<file path="config.mk">
export PLATFORM = sky130hd
export DESIGN_NAME = pil_irq_ctl
export DESIGN_NICKNAME = d
export VERILOG_FILES = /design/src/rtl/pil_pkg.sv /design/src/rtl/pil_rst_sync.sv /design/src/rtl/pil_ctrl_reg.sv /design/src/rtl/pil_level_map.sv /design/src/rtl/pil_prio_enc.sv /design/src/rtl/pil_irq_ctl.sv
export SDC_FILE = /design/constraint.sdc
export NUM_CORES = 1
export LEC_CHECK = 0
export ABC_CLOCK_PERIOD_IN_PS = 1300
export CAP_MARGIN = 0
export CELL_PAD_IN_SITES_DETAIL_PLACEMENT = 2
export CELL_PAD_IN_SITES_GLOBAL_PLACEMENT = 2
export CORE_MARGIN = 8
export CORE_UTILIZATION = 38
export CTS_CLUSTER_DIAMETER = 40
export CTS_CLUSTER_SIZE = 28
export DETAILED_ROUTE_END_ITERATION = 10
export DONT_BUFFER_PORTS = 1
export PLACE_DENSITY_LB_ADDON = 0.1
export SLEW_MARGIN = 5
export SYNTH_ARGS = -nofsm -noshare
export SYNTH_HDL_FRONTEND = slang
export SYNTH_SLANG_ARGS = --single-unit
</file>
<file path="constraint.sdc">
create_clock -name clk -period 1.3 [get_ports clk]
set_clock_uncertainty 0.15 [all_clocks]
set_input_delay 0.065 -clock clk [delete_from_list [all_inputs] [get_ports clk]]
set_output_delay 0.065 -clock clk [all_outputs]
set_load 0.005 [all_outputs]
</file>
<file path="src/rtl/pil_pkg.sv">
package pil_pkg;

  localparam int unsigned SRC_N  = 8;
  localparam int unsigned LVL_N  = 16;
  localparam int unsigned LVL_W  = $clog2(LVL_N);
  localparam int unsigned CTRL_W = 8;

  localparam logic [CTRL_W-1:0] CTRL_WMASK = 8'hBF;
  localparam logic [CTRL_W-1:0] CTRL_RSTV  = 8'h01;
  localparam int unsigned       CTRL_EN_BIT = 0;

  // fixed source-to-level table; level 0 means "no target"
  function automatic logic [LVL_W-1:0] src_level(input int unsigned idx);
    logic [LVL_W-1:0] lvl;
    case (idx)
      1:       lvl = LVL_W'(1);
      2:       lvl = LVL_W'(4);
      3:       lvl = LVL_W'(6);
      4:       lvl = LVL_W'(8);
      5:       lvl = LVL_W'(10);
      7:       lvl = LVL_W'(14);
      default: lvl = '0;
    endcase
    return lvl;
  endfunction

endpackage

</file>
<file path="src/rtl/pil_rst_sync.sv">
module pil_rst_sync (
  input  logic clk,
  input  logic arst_n,
  output logic srst_n_o
);

  logic [1:0] sync_q;

  always_ff @(posedge clk or negedge arst_n) begin
    if (!arst_n) sync_q <= '0;
    else         sync_q <= {sync_q[0], 1'b1};
  end

  assign srst_n_o = sync_q[1];

endmodule

</file>
<file path="src/rtl/pil_ctrl_reg.sv">
module pil_ctrl_reg #(
  parameter int unsigned       W     = 8,
  parameter logic [W-1:0]      WMASK = 8'hBF,
  parameter logic [W-1:0]      RSTV  = 8'h01
) (
  input  logic         clk,
  input  logic         rst_n,
  input  logic         we_i,
  input  logic [W-1:0] wdata_i,
  output logic [W-1:0] ctrl_d_o,
  output logic [W-1:0] ctrl_q_o
);

  logic [W-1:0] ctrl_d;
  logic [W-1:0] ctrl_q;

  always_comb begin
    ctrl_d = ctrl_q;
    if (we_i) ctrl_d = wdata_i & WMASK;
  end

  always_ff @(posedge clk or negedge rst_n) begin
    if (!rst_n)    ctrl_q <= RSTV;
    else if (we_i) ctrl_q <= ctrl_d;
  end

  assign ctrl_d_o = ctrl_d;
  assign ctrl_q_o = ctrl_q;

  // stored byte is the written byte with the mask applied
  assert_wmask_R3: assert property (@(posedge clk) disable iff (!rst_n)
    we_i |=> (ctrl_q == ($past(wdata_i) & WMASK)));

endmodule

</file>
<file path="src/rtl/pil_level_map.sv">
module pil_level_map
  import pil_pkg::*;
#(
  parameter int unsigned N_SRC = SRC_N,
  parameter int unsigned N_LVL = LVL_N
) (
  input  logic [N_SRC-1:0] req_i,
  input  logic             en_i,
  output logic [N_LVL-1:0] lvl_o
);

  for (genvar l = 0; l < N_LVL; l++) begin : g_lvl
    logic hit;
    always_comb begin
      hit = 1'b0;
      for (int unsigned s = 0; s < N_SRC; s++) begin
        if ((l != 0) && (int'(src_level(s)) == l)) hit = hit | req_i[s];
      end
    end
    assign lvl_o[l] = en_i & hit;
  end

endmodule

</file>
<file path="src/rtl/pil_prio_enc.sv">
module pil_prio_enc #(
  parameter int unsigned N = 16,
  parameter int unsigned W = $clog2(N)
) (
  input  logic [N-1:0] vec_i,
  output logic [W-1:0] idx_o
);

  always_comb begin
    idx_o = '0;
    for (int unsigned i = 0; i < N; i++) begin
      if (vec_i[i]) idx_o = W'(i);
    end
  end

endmodule

</file>
<file path="src/rtl/pil_irq_ctl.sv">
module pil_irq_ctl
  import pil_pkg::*;
(
  input  logic              clk,
  input  logic              rst_n,
  input  logic [SRC_N-1:0]  req_i,
  input  logic              cfg_we_i,
  input  logic [CTRL_W-1:0] cfg_wdata_i,
  output logic [CTRL_W-1:0] cfg_rdata_o,
  output logic [LVL_N-1:0]  pil_o,
  output logic [LVL_W-1:0]  pil_top_o
);

  logic              srst_n;
  logic [CTRL_W-1:0] ctrl_d;
  logic [CTRL_W-1:0] ctrl_q;
  logic [LVL_N-1:0]  pil_d;
  logic [LVL_N-1:0]  pil_q;
  logic [LVL_W-1:0]  top_d;
  logic [LVL_W-1:0]  top_q;
  logic              pil_chg;

  pil_rst_sync u_rst_sync (
    .clk      (clk),
    .arst_n   (rst_n),
    .srst_n_o (srst_n)
  );

  pil_ctrl_reg #(
    .W     (CTRL_W),
    .WMASK (CTRL_WMASK),
    .RSTV  (CTRL_RSTV)
  ) u_ctrl (
    .clk      (clk),
    .rst_n    (srst_n),
    .we_i     (cfg_we_i),
    .wdata_i  (cfg_wdata_i),
    .ctrl_d_o (ctrl_d),
    .ctrl_q_o (ctrl_q)
  );

  pil_level_map #(
    .N_SRC (SRC_N),
    .N_LVL (LVL_N)
  ) u_map (
    .req_i (req_i),
    .en_i  (ctrl_d[CTRL_EN_BIT]),
    .lvl_o (pil_d)
  );

  pil_prio_enc #(
    .N (LVL_N),
    .W (LVL_W)
  ) u_enc (
    .vec_i (pil_d),
    .idx_o (top_d)
  );

  // clock enable: output flops load only when the computed vector moves
  assign pil_chg = (pil_d != pil_q);

  always_ff @(posedge clk or negedge srst_n) begin
    if (!srst_n) begin
      pil_q <= '0;
      top_q <= '0;
    end else if (pil_chg) begin
      pil_q <= pil_d;
      top_q <= top_d;
    end
  end

  assign cfg_rdata_o = ctrl_q;
  assign pil_o       = pil_q;
  assign pil_top_o   = top_q;

  // disabled controller shows no level
  assert_gate_off_R8: assert property (@(posedge clk) disable iff (!srst_n)
    !ctrl_q[CTRL_EN_BIT] |-> (pil_q == '0) && (top_q == '0));

  // level 0 is never driven
  assert_no_lvl0_R5: assert property (@(posedge clk) disable iff (!srst_n)
    !pil_q[0]);

  // encoded output is zero exactly when the vector is empty
  assert_top_zero_R9: assert property (@(posedge clk) disable iff (!srst_n)
    (pil_q == '0) == (top_q == '0));

  // encoded output names the top set bit
  assert_top_bit_R9: assert property (@(posedge clk) disable iff (!srst_n)
    (pil_q != '0) |-> ((pil_q >> top_q) == LVL_N'(1)));

  // a dropped request clears its level on the next clock
  for (genvar s = 0; s < SRC_N; s++) begin : g_chk
    if (src_level(s) != '0) begin : g_mapped
      assert_drop_R6: assert property (@(posedge clk) disable iff (!srst_n)
        !req_i[s] |=> !pil_q[src_level(s)]);
    end
  end

endmodule

</file>
## After elaboration in Yosys (flattened, before gate mapping)

Cells that the tools add are included.

- Eq/ne operators: 1
- Mux-type cells: 7
- Bitwise operators: 6

Operators by type and width:

| operator | count |
|---|---|
| 4-bit 2-to-1 mux | 3 |
| 1-bit bitwise AND | 6 |
| 3-bit 2-to-1 mux | 2 |
| 6-bit != test | 1 |
| 1-bit 2-to-1 mux | 2 |

- Register bits: 19
- Output and inout port bits: 28

## Longest topological paths before layout

- Depth in word-level cells: 8
- Depth in mapped cells: 8
- Gate-level depth less buffers: 5

## Modules after synthesis

Synthesis repeated with hierarchy kept, for this count alone.

- Cells, all modules: 132
- Area, all modules: 1,526.5 um^2

By module, submodules not included:

| module | instances | cells an instance | area an instance (um^2) |
|---|---|---|---|
| pil_irq_ctl | 1 | 61 | 777.0 |
| pil_ctrl_reg | 1 | 26 | 437.9 |
| pil_prio_enc | 1 | 25 | 141.4 |
| pil_level_map | 1 | 17 | 116.4 |
| pil_rst_sync | 1 | 3 | 53.8 |

## Least setup slack after synthesis

OpenSTA, ideal clock, no wires.

- Path kind: reg2reg
- Start point: register u_ctrl.ctrl_q[0], in the netlist u_ctrl.ctrl_q_o[0]
- End point: register top_q[0], in the netlist pil_top_o[0]
- Setup time: 0.125 ns
- Arrival time: 1.903 ns
- Required time: 1.025 ns
- Setup slack: -0.878 ns
- Cell stages (with the launch flop): 8
- Path buffers: 2
- Clock period less this slack: 2.178 ns
- Cell sequence: dfstp_2 > mux2_4 > buf_6 > a21oi_2 > o22ai_1 > or4_4 > buf_6 > mux2_4

- Cells in the longest elaborated chain, start to end: 8

Ends and longest elaborated chain:

| what | line | source |
|---|---|---|
| start: declaration | pil_ctrl_reg.sv:15 | `logic [W-1:0] ctrl_q;` |
| start signal: assignment | pil_ctrl_reg.sv:24 | `else if (we_i) ctrl_q <= ctrl_d;` |
| 1-bit 2-to-1 mux (*) | pil_ctrl_reg.sv:19 | `if (we_i) ctrl_d = wdata_i & WMASK;` |
| 1-bit bitwise AND | pil_level_map.sv:20 | `assign lvl_o[l] = en_i & hit;` |
| 1-bit 2-to-1 mux | pil_prio_enc.sv:12 | `if (vec_i[i]) idx_o = W'(i);` |
| 3-bit 2-to-1 mux (2 in series) | pil_prio_enc.sv:12 |  |
| 4-bit 2-to-1 mux (3 in series) | pil_prio_enc.sv:12 |  |
| end signal: assignment | pil_irq_ctl.sv:68 | `top_q <= top_d;` |
| end: declaration | pil_irq_ctl.sv:20 | `logic [LVL_W-1:0] top_q;` |

Mark *: on every way between the ends. The rest lies on a longest branch, timed or not.
A chain may end at the register's enable or synchronous reset.

## Worst setup path after layout

- Start point: register u_ctrl.ctrl_q[0], in the netlist u_ctrl.ctrl_q_o[0]
- End point: register top_q[1], in the netlist pil_top_o[1]

- Cells in the longest elaborated chain, start to end: 6

Ends and longest elaborated chain:

| what | line |
|---|---|
| 1-bit 2-to-1 mux (*) | pil_ctrl_reg.sv:19 |
| 1-bit bitwise AND | pil_level_map.sv:20 |
| 3-bit 2-to-1 mux | pil_prio_enc.sv:12 |
| 4-bit 2-to-1 mux (3 in series) | pil_prio_enc.sv:12 |

Marked as above.

==> results.md <==
Run status:
- The run finished, with violations left.
- The final reports fail on negative hold slack, negative setup slack.

Route:
- In the final routed layout, each cell accounts on average for 19.3 µm.
- After detailed routing, the total wire length is 2660 µm.
- In this run the remaining antenna-violating nets after routing total 0.
- The routed via count divided by cell count is 4.72.
- The total number of vias is 651.
- The DRC violation total after the first TritonRoute iteration is 30.
- For this run, the detailed router's first-pass iteration total came to 4.
- For this run, design rule violations remaining after detail routing come to 0.

Logic synthesis:
- The cell count after synthesis is 76.
- The largest total area in the synthesized netlist belongs to dfrtp_1.
- Of the post-synthesis cell area, the dominant cell type holds 48.5%.
- The mean area per synthesized cell is 12.2 µm².
- Sorting the synthesized cells by area gives the leading types as dfrtp_1 (49%), buf_4 (8.9%), mux2_2 (7.3%), mux2_4 (6.5%), buf_6 (3.6%).
- The number of warnings issued by yosys is 0.
- The number of different library cells used by synthesis comes to 23.
- In this run, synthesis produced a sequential element count of 19.
- The part of the Yosys area used for sequential elements is 51.3%.
- The synthesized area is 928 µm².

Setup path:
- The library cell appearing most often on the critical path is mux2_4.
- Walking the worst path, the cells encountered are mux2_4, a21oi_1, o22ai_2, or4_4, mux2_4.
- The biggest cell delay along the critical path is 590 ps.
- STA classifies the critical path endpoint as a flop.
- Data on the critical path arrives at its endpoint at 2240 ps.
- STA classifies the critical path startpoint as a flop.
- In this run the worst setup path begins at u_ctrl.ctrl_q_o[0]$_DFFE_PN1P_.
- The slowest stage of the critical path is the or4_4 cell.
- The worst setup path category is reg2reg.
- In this run the worst path has a maximum fanout of 6.
- The worst register-to-register path begins at u_ctrl.ctrl_q_o[0]$_DFFE_PN1P_.
- Data on the critical path is required at its endpoint by 1330 ps.

Job:
- The count of maximum capacitance violations is 0.

Global route:
- The overall fraction of global-route tracks in use is 13.0%.
- The initial antenna violation count is 0.
- The global-route wire length before repair is 4280 µm.
- After global routing the overflow that remains totals 0.
- Entering global routing, the biggest net connects 13 pins.
- The number of global-route vias before repair is slightly below 800.

Placement:
- Detailed placement finished with a half-perimeter wire length of 1600 µm.
- Once placement completed, the tool counted placed cells totaling between 100 and 150.
- The routability congestion estimate from global placement is 0.670.
- The count of buffers from port buffering is 0.

Timing:
- The maximum clock frequency is 0.453 GHz.
- Setup repair after global routing could not meet its margin everywhere.
- The post-route setup TNS is -3880 ps.
- The part of the cycle the worst path needs is 170%.
- The smallest setup slack after layout is -910 ps.
- The minimum period implied by the final worst setup slack is roughly 2200 ps.
- The tightest hold path in the finished design has a slack of -178 ps.
- Setup violations remaining at the end of the flow were counted as 9.
- The count of pins over their slew limit came to 0.
- The count of final hold-check violations was 2.

Power and ir drop:
- In this run the power density over the cells is 1030 nW/µm².
- VDD sags by at most roughly 0.00062 V.
- In this run the static leakage power is around 0.6 nW.
- The power consumption is 1.28 mW.

Die:
- The overall die area is 4280 µm².
- In this run the core area contains 18 standard-cell rows.
- The die is 65.4 µm wide.
- The number of placed I/O pins is 47.
- Once the floorplan was initialized, standard cells occupied 38.9% of the core.
- The floorplan step set the die height to 65.4 µm.
- The core region is 2390 µm².

CTS:
- No sink is reached through more buffers than the 2 on the longest clock path.
- In this run, CTS created clock tree buffers numbering 3.
- TritonCTS built the clock tree.
- The number of hold buffers added after cts is 14.
- In this run the number of H-tree levels came out at 1.
- The number of clock sinks seen by CTS is 19.
- The clock latency reported for the late side of the worst-skew pair is 300 ps.
- The clock-pin slew on the worst setup and hold paths is around 120 ps.
- The tree is rooted in a clkbuf_4.

Layout:
- The utilization after layout is 52.1%.
- The number of standard cells in the layout, taps in and fillers out is about 140.
- The area growth from synthesis to layout is 34.0%.
- The final-layout fill cell count is ~240.
- The total inserted antenna cells is 0.
- The net count of the finished layout is 128.
- Cells with a size suffix above 1 make up 46.3% of the layout.

Min path:
- In this run the worst hold path is classified as in2reg.
- The startpoint identified for the worst hold timing path is req_i[3].
power by group:
| part | switching [mW] | leakage [nW] | internal (mW) |
|---|---|---|---|
| combinational | 0.117 | 0.362 | 0.169 |
| clock | 0.189 | 0.0139 | 0.117 |
| sequential | 0.0457 | 0.232 | 0.646 |
cells by family (layout without fill, tap and decap cells):
logic type	Yosys count	after routing	synth area share [%]
buffers and inverters	17	38	13.7
AO/OA/AOI/OAI	9	9	6.06
AND/OR/NAND/NOR	16	16	11.3
other	2	12	0.809
multiplexers	11	12	14.8
XOR/XNOR	2	2	1.89
flip-flops	19	19	51.3
state kept, by name (all words and copies together), names as in the netlist:
register / cells
u_rst_sync.sync_q: 2
pil_o: 6
pil_top_o: 4
u_ctrl.ctrl_q_o: 7
Yosys cell counts:
cell type / instances
or4_4: 1
a21oi_1: 3
buf_4: 11
mux2i_1: 1
dfstp_2: 1
nor2_1: 2
nand2_1: 1
a21oi_2: 1
mux2_2: 6
o21ai_0: 2
o31a_2: 1
mux2_4: 4
inv_1: 3
xnor2_1: 2
o22ai_1: 2
and2_2: 4
buf_6: 3
conb_1: 2
nor3_1: 2
and3_1: 1
and3_2: 4
nand2_2: 1
dfrtp_1: 18
layout make-up:
type / count / area, µm² / share of cell area, %
Clock inverter: 1 / 7.51 / 0.604
Timing Repair Buffer: 31 / 280 / 22.5
Inverter: 3 / 11.3 / 0.905
Clock buffer: 3 / 22.5 / 1.81
Tap cell: 30 / 37.5 / 3.02
Multi-Input combinational cell: 51 / 408 / 32.8
Sequential cell: 19 / 477 / 38.3
worst paths after layout:
path | end | slack, ps | cells after the start
max in group asynchronous | u_ctrl.ctrl_q_o[5]$_DFFE_PN0P_ | 160 | 1
worst min register to register | pil_top_o[3]$_DFFE_PN0P_ | 70 | 1
worst max register to register | pil_top_o[1]$_DFFE_PN0P_ | -910 | 5
worst min-delay path | pil_o[6]$_DFFE_PN0P_ | -180 | 3
worst max-delay path | pil_top_o[1]$_DFFE_PN0P_ | -910 | 5
min in group asynchronous | pil_top_o[3]$_DFFE_PN0P_ | 70 | 1
metrics by stage:
step | worst slack [ps] | cell area [µm²]
2_1_floorplan | -854 | 971
3_3_place_gp | -856 | 1020
3_5_place_dp | -896 | 1020
4_1_cts | -875 | 1230
5_1_grt | -933 | 1240
6_report | -910 | 1240
timing repair:
| action | CTS | global route |
|---|---|---|
| pin swaps | 2 | 1 |
| hold endpoints to repair | 23 | 2 |
| setup buffers | 1 | 0 |
| setup endpoints to repair | 8 | 9 |
| gates resized for setup | 4 | 3 |
| cloned | 1 | 0 |
worst max-delay path, delay by kind of cell, from the launching register on:
| kind | cells | cell delay (ps) |
|---|---|---|
| compound gates | 2 | 330 |
| flops | 1 | 400 |
| simple gates | 1 | 590 |
| mux | 2 | 620 |
placed cells by master, fill, tap and decap left out, types with 3 or more instances in the layout:
cell type	synthesis	final
and2_2	4	4
buf_4	11	16
dlygate4sd3_1	0	14
a21oi_2	1	3
dfrtp_1	18	18
conb_1	2	12
mux2_4	4	4
inv_1	3	3
mux2_2	6	7
clkbuf_4	0	3
routing by layer:
| metal | routed length [µm] | share of wire (%) | track usage, % |
|---|---|---|---|
| met5 | 0 | 0 | 0 |
| met3 | 206 | 7.7 | 4.76 |
| met1 | 1110 | 42 | 15.5 |
| met4 | 20 | 0.75 | 4.09 |
| met2 | 1330 | 50 | 21.4 |
Note: power is estimated with default switching activity, not from simulation.
